==> config.mk <==
export PLATFORM = sky130hd
export DESIGN_NAME = rot_mask_unit
export DESIGN_NICKNAME = d
export VERILOG_FILES = /design/src/rtl/rot_mask_pkg.sv /design/src/rtl/rm_subop_dec.sv /design/src/rtl/rm_rotator.sv /design/src/rtl/rm_mask_gen.sv /design/src/rtl/rot_mask_unit.sv
export SDC_FILE = /design/constraint.sdc
export NUM_CORES = 1
export LEC_CHECK = 0
export ABC_AREA = 1
export CORE_UTILIZATION = 30
export DETAILED_ROUTE_END_ITERATION = 6
export GPL_TIMING_DRIVEN = 1
export MAX_ROUTING_LAYER = met4
export PLACE_DENSITY = 0.6
export SYNTH_ARGS = -nofsm -noshare
export SYNTH_HDL_FRONTEND = slang
export SYNTH_SLANG_ARGS = --single-unit
==> constraint.sdc <==
create_clock -name vclk -period 11.8
set_input_delay 2.36 -clock vclk [all_inputs]
set_output_delay 2.36 -clock vclk [all_outputs]
set_load 0.1 [all_outputs]
==> src/rtl/rot_mask_pkg.sv <==
package rot_mask_pkg;
  typedef enum logic [2:0] {
    RM_CLR_LEFT_IMM,
    RM_CLR_RIGHT_IMM,
    RM_CLR_IMM,
    RM_INSERT_IMM,
    RM_CLR_LEFT_REG,
    RM_CLR_RIGHT_REG,
    RM_BAD
  } rm_op_e;
endpackage

==> src/rtl/rm_subop_dec.sv <==
module rm_subop_dec
  import rot_mask_pkg::*;
(
  input  logic [2:0] sel_i,
  input  logic       dir_i,
  output rm_op_e     op_o,
  output logic       legal_o
);
  always_comb begin
    case (sel_i)
      3'b000:  op_o = RM_CLR_LEFT_IMM;
      3'b001:  op_o = RM_CLR_RIGHT_IMM;
      3'b010:  op_o = RM_CLR_IMM;
      3'b011:  op_o = RM_INSERT_IMM;
      3'b100:  op_o = dir_i ? RM_CLR_RIGHT_REG : RM_CLR_LEFT_REG;
      default: op_o = RM_BAD;
    endcase
  end
  assign legal_o = (sel_i[2] == 1'b0) || (sel_i[1:0] == 2'b00);
endmodule

==> src/rtl/rm_rotator.sv <==
module rm_rotator #(
  parameter int unsigned W   = 64,
  localparam int unsigned SHW = $clog2(W)
) (
  input  logic [W-1:0]   data_i,
  input  logic [SHW-1:0] amt_i,
  output logic [W-1:0]   data_o
);
  logic [2*W-1:0] dbl;
  assign dbl    = {data_i, data_i} << amt_i;
  assign data_o = dbl[2*W-1:W];
endmodule

==> src/rtl/rm_mask_gen.sv <==
// Positions are MSB-first: position p is vector bit W-1-p.
module rm_mask_gen #(
  parameter int unsigned W   = 64,
  localparam int unsigned SHW = $clog2(W)
) (
  input  logic [SHW-1:0] begin_i,
  input  logic [SHW-1:0] end_i,
  output logic [W-1:0]   mask_o
);
  localparam logic [SHW-1:0] TOP = SHW'(W - 1);
  logic [W-1:0]   from_b, to_e;
  logic [SHW-1:0] e_shift;
  assign e_shift = TOP - end_i;
  assign from_b  = {W{1'b1}} >> begin_i;
  assign to_e    = {W{1'b1}} << e_shift;
  // Ordinary range is the overlap; reversed bounds wrap around.
  assign mask_o  = (begin_i <= end_i) ? (from_b & to_e) : (from_b | to_e);
endmodule

==> src/rtl/rot_mask_unit.sv <==
module rot_mask_unit
  import rot_mask_pkg::*;
#(
  parameter int unsigned XLEN = 64,
  parameter int unsigned ILEN = 32,
  localparam int unsigned SHW = $clog2(XLEN)
) (
  input  logic [ILEN-1:0] insn_i,
  input  logic [XLEN-1:0] src_i,
  input  logic [XLEN-1:0] aux_i,
  input  logic [SHW-1:0]  sh_i,
  input  logic [SHW-1:0]  mb_i,
  output logic [XLEN-1:0] result_o,
  output logic            valid_o,
  output logic            illegal_o,
  output logic            rc_o
);
  localparam logic [SHW-1:0] TOP = SHW'(XLEN - 1);

  rm_op_e          op;
  logic            legal;
  logic [SHW-1:0]  amt, m_beg, m_end;
  logic [XLEN-1:0] rot, mask;
  logic            unused_insn;

  assign unused_insn = ^insn_i[ILEN-1:5];

  rm_subop_dec u_dec (
    .sel_i   (insn_i[4:2]),
    .dir_i   (insn_i[1]),
    .op_o    (op),
    .legal_o (legal)
  );

  assign amt = (op == RM_CLR_LEFT_REG || op == RM_CLR_RIGHT_REG) ? aux_i[SHW-1:0] : sh_i;

  always_comb begin
    m_beg = mb_i;
    m_end = TOP;
    case (op)
      RM_CLR_RIGHT_IMM, RM_CLR_RIGHT_REG: begin
        m_beg = '0;
        m_end = mb_i;
      end
      RM_CLR_IMM, RM_INSERT_IMM: m_end = TOP - sh_i;
      default: ;
    endcase
  end

  rm_rotator #(.W(XLEN)) u_rot (
    .data_i (src_i),
    .amt_i  (amt),
    .data_o (rot)
  );

  rm_mask_gen #(.W(XLEN)) u_mask (
    .begin_i (m_beg),
    .end_i   (m_end),
    .mask_o  (mask)
  );

  always_comb begin
    if (!legal)                  result_o = '0;
    else if (op == RM_INSERT_IMM) result_o = (rot & mask) | (aux_i & ~mask);
    else                         result_o = rot & mask;
  end

  assign valid_o   = legal;
  assign illegal_o = ~legal;
  assign rc_o      = legal & insn_i[0];

  always_comb begin
    if (illegal_o)
      assert_illegal_quiet_R7: assert (result_o == '0 && !valid_o && !rc_o);
    assert_flag_excl_R8: assert (valid_o != illegal_o);
    if (valid_o) begin
      assert_in_mask_rot_R2: assert (((result_o ^ rot) & mask) == '0);
      assert_rc_pass_R8: assert (rc_o == insn_i[0]);
    end
    if (valid_o && op != RM_INSERT_IMM)
      assert_clear_outside_R4: assert ((result_o & ~mask) == '0);
    if (valid_o && op == RM_INSERT_IMM)
      assert_insert_keep_R5: assert (((result_o ^ aux_i) & ~mask) == '0);
  end
endmodule

-- Word-level counts from Yosys, hierarchy flattened
Index checks and enable logic that the tools add are counted.
W data, S select, Z words.
- $add $sub $neg: 2
- magnitude comparators: 1
- equal/unequal tests: 9
- shifts and indexed selects: 3
- muxes and demuxes: 8
- bitwise gates (word level): 9
- reduce and logical (&&, ||, !) cells: 6
- operator list (kind ; number):
    $and A64 B64 Y64 ; 3
    $mux W64 ; 3
    $or A64 B64 Y64 ; 2
    $shl A128 B6 Y128 ; 1
    $not A64 Y64 ; 1
    $shl A64 B6 Y64 const A ; 1
    $shr A64 B6 Y64 const A ; 1
    $pmux W3 S5 ; 1
    $eq A3 B2 Y1 const B ; 4
    $mux W6 ; 2
    $pmux W6 S2 ; 1
    $sub A6 B6 Y6 const A ; 2
    $eq A3 B3 Y1 const B ; 3
    $eq A3 B1 Y1 const B ; 2
    $le A6 B6 Y1 ; 1
    $reduce_or A2 Y1 ; 2
    $logic_not A3 Y1 ; 1
    $logic_not A2 Y1 ; 1
    $logic_or A1 B1 Y1 ; 2
    $not A1 Y1 ; 2
    $and A1 B1 Y1 ; 1
    $mux W1 ; 1
- flip-flop bits (word level): 0
- input port bits: 172
- output and inout port bits: 67

-- Depth between registers and ports, before layout
- depth in word-level cells: 14
- mapped depth: 23
- mapped depth without buffers: 20

-- By module
Synthesis repeated with hierarchy kept, for this count alone.
- cells, all modules: 1886
- area total of the unflattened synthesis: 9306.4 um2
- by module, submodules not included (module ; times used ; cells an instance ; area each (um2) ; sequential area each (um2)):
    rm_rotator ; 1 ; 980 ; 4455.5 ; 0.0
    rm_mask_gen ; 1 ; 558 ; 2494.9 ; 0.0
    rot_mask_unit ; 1 ; 338 ; 2312.2 ; 0.0
    rm_subop_dec ; 1 ; 10 ; 43.8 ; 0.0

-- Least setup slack after synthesis
No wires, ideal clock.
- path kind: input -> output
- from: input insn_i[4]
- to: output result_o[0]
- arrival: 6.027 ns
- required time: 9.440 ns
- path slack: 3.413 ns
- stages: 19
- cell sequence: buf_4 -> inv_1 -> nand3_1 -> nand2_1 -> nand2_1 -> nand3_2 -> inv_2 -> buf_1 -> ha_1 -> nand2_1 -> inv_1 -> nand2_1 -> nor2_1 -> nor2_1 -> nand2_2 -> nand2_2 -> buf_6 -> nand4_1 -> a21oi_1
- cells in the longest elaborated chain, start to end: 14
- ends and longest elaborated chain (item ; RTL line ; RTL):
    start: declaration ; rot_mask_unit.sv:8 ; input logic [ILEN-1:0] insn_i,
    $eq A3 B3 Y1, or another cell as far along ; rm_subop_dec.sv:10 ; case (sel_i)
    $pmux W3 S5 ; rm_subop_dec.sv:10 ;
    $eq A3 B2 Y1, or another cell as far along ; rot_mask_unit.sv:40, rot_mask_unit.sv:64 ;
    $reduce_or A2 Y1 ; rot_mask_unit.sv:40 ; case (op)
    $pmux W6 S2 ; rot_mask_unit.sv:40 ;
    $sub A6 B6 Y6 ; rm_mask_gen.sv:13 ; assign e_shift = TOP - end_i;
    $shl A64 B6 Y64 ; rm_mask_gen.sv:15 ; assign to_e = {W{1'b1}} << e_shift;
    $or A64 B64 Y64 or $and A64 B64 Y64 (tied branches) ; rm_mask_gen.sv:17 ; assign mask_o = (begin_i <= end_i) ? (from_b & to_e) : (from_b | to_e);
    $mux W64 ; rm_mask_gen.sv:17 ;
    $not A64 Y64 ; rot_mask_unit.sv:64 ; else if (op == RM_INSERT_IMM) result_o = (rot & mask) | (aux_i & ~mask);
    $and A64 B64 Y64 ; rot_mask_unit.sv:64 ;
    $or A64 B64 Y64 ; rot_mask_unit.sv:64 ;
    $mux W64 ; rot_mask_unit.sv:64 ;
    $mux W64 * ; rot_mask_unit.sv:63 ; if (!legal) result_o = '0;
    end: declaration ; rot_mask_unit.sv:13 ; output logic [XLEN-1:0] result_o,
Mark *: on every way between the ends. The rest lies on a longest branch, timed or not.

-- Final worst setup path
- from: input insn_i[3]
- to: output result_o[15]
Same word-level chain as after synthesis.

==> flow_summary.ini <==
[setup_path]
worst_ep_required_time_ps = 9440
cp-startpoint = insn_i[3]
crit_chain = clkdlybuf4s50_1, nor2_4, nand2_1, nand2_1, nand2_2, nand2_1, nand3_1, nand3_1, nand2_1, nand2_1, nand3_1, nand2_1, nand2_1, nand2_1, a21oi_1, clkdlybuf4s50_1
cp_slowest_cell = clkdlybuf4s50_1
worstSetupStartpointType = primary input
max_stage_delay_ps = 1180
critical_path_arrival_ps = 7580
path_class = in -> out
path_common_cell = nand2_1
critPathMaxFanout = 67
crit_buf_inv = 2
crit_path_end_kind = output pin
cp_top_family = simple AND/OR/NAND/NOR gates

[yosys]
synth-compound-area-share = 0.09553
synthSimpleGateAreaFrac = 0.7899
syn_area_per_cell_sq_um = 4.530
synth_xor_area_frac = 0
yosys-top-cells-area = nand3_1 42%, nand2_1 29%, nor2_1 4.1%, a21oi_1 3.9%, inv_1 3.7%
synth.distinct_cells = 29
synth_top_family_by_area = simple AND/OR/NAND/NOR gates
synth.net_count = 2061
synth_cells = 1885
synth.yosys.seq_area_share = 0
yosysTopAreaCellShare = 0.4196
yosys.area.top_type = nand3_1
synthesis.area_sq_mm = 0.008539
synthMostInstantiatedCell = nand3_1
synthTopCellsByCount = 716 x nand3_1, 667 x nand2_1, 93 x nor2_1, 84 x inv_1, 66 x a21oi_1
synth-adder-area-share = 0.005861
synth_warnings = 0
muxShareOfSynthArea = 0

[cells_and_area]
drive_above_1_share = 0.04762
nClkBuffers = 0
instances_no_fill = 2373
nFlopsAndLatches = 0
diodes = 0
nNetsFinal = 2173
seqCellArea_sq_um = 0
syn2layout_area_growth_pct = 25.07

[die]
die_w_um = 170.7
die_height_um = 170.7
ios = 239
num_rows = 61
initial_core_util = 0.3065
core_sq_mm = 0.02786
dieArea_sq_mm = 0.02914

[global_route]
grt_max_degree = 71
antenna_found_initial = 0
grt_overflow_total = 0
grt_pass1_vias = 12137
track_usage = 0.3203
grt_pass1_wl_um = 69590

[clock_network]
cts_resized = 0
cts_hold_buf = 0
post_cts_buffers = 0

[pwr]
clkPwrFrac = 0
comb_power_share = 1.000
seq_power_share = 0
swShare = 0.7432
vdd_ir_drop_max_mv = 0.07022
leakagePower_nw = 5.290
internal-power_mw = 0.2766
power.total_mw = 1.077
power_density_mw_per_mm2 = 100.9
p_sw_mw = 0.8007

[placed_design]
pre_cts_slack_ps = 2011
gp_congestion = 1.044
dp_hpwl_um = 37800
place_inst = 2373
placement.io_buffers = 212

[sta]
fin_crit_sh = 0.8422
slew_headroom = 0.1633
worst_pin_slew_ps = 1251
period_needed_ps = 9938
rsz0062_at_grt = false
max_freq_ghz = 0.1006
setup_tns_ps = 0
setup_ws_ps = 1862
finalHoldViolCount = 0
final_max_slew_viol_count = 0
holdWs_ps = 5535
setup_viol = 0

[detailed_routing]
ant_nets = 0
wl_per_cell_um = 19.84
wl_um = 47090
drt_iter0_drc = 1984
viasPerCell = 5.761
firstDrtPassIters = 7
route.vias.total = 13670
drc_errors = 3

[run]
drv_cap = 0

[worst_hold_path]
worstHoldStart = aux_i[19]
hold_class = in -> out

[status]
outcome = finished, violations left
violations = DRC
## logic make-up after synthesis
group | after synthesis
simple gates | 1520
buf+inv | 218
compound gates | 143
fa+ha+maj | 4
## through the flow
stage / cell area [sq um] / util
after CTS: 10680 / 0.3834
after floorplan: 8539 / -
after detailed placement: 10680 / 0.3834
after global placement: 10680 / 0.3834
after global routing: 10680 / 0.3834
final: 10680 / 0.3834
## power by group through the flow
stage	combinational [mW]	clock, mW	sequential (mW)
3_5_place_dp	1.06	0	0
4_1_cts	1.06	0	0
5_1_grt	1.15	0	0
6_report	1.08	0	0
2_1_floorplan	0.761	0	0
3_3_place_gp	1.06	0	0
## cells in the final DEF (no fill, tap or decap), types with 4 or more instances in the layout
cell type	count
nand3_2	4
inv_2	13
o21bai_1	15
a21oi_1	66
buf_4	50
or2_0	4
nand2_2	9
o21ai_0	26
ha_1	4
o21ai_1	7
o211ai_1	12
o21ai_4	5
or2_2	4
inv_1	84
or2_1	4
nor2_1	93
nor2_2	6
nand2_1	665
nand3_1	716
clkdlybuf4s50_1	179
a21o_1	9
nand4_1	9
## final cells by class
class,instances,area [sq um]
Timing Repair Buffer,229,2167
Inverter,99,371.6
Tap cell,378,473.0
Fill cell,3273,17180
Multi-Input combinational cell,1667,7669
## tightest hold or removal path, stage by stage
cell and delay [ps]:
clkdlybuf4s50_1 390, nand2_1 60, nand2_1 50, nand2_1 50, nor2_1 40, buf_4 220
## final timing paths
| check | cells after the start | endpoint |
|---|---|---|
| min | 6 | result_o[19] |
| max | 16 | result_o[15] |
## routing by layer
layer / GRT usage / share of wire / vias to the layer above
met5: - / 0 / -
met4: 0.08696 / 0.032 / 0
met3: 0.04488 / 0.10 / 90
met2: 0.5035 / 0.44 / 781
met1: 0.4253 / 0.42 / 6214
li1: - / - / 6585
(Power assumes the default switching activity.)
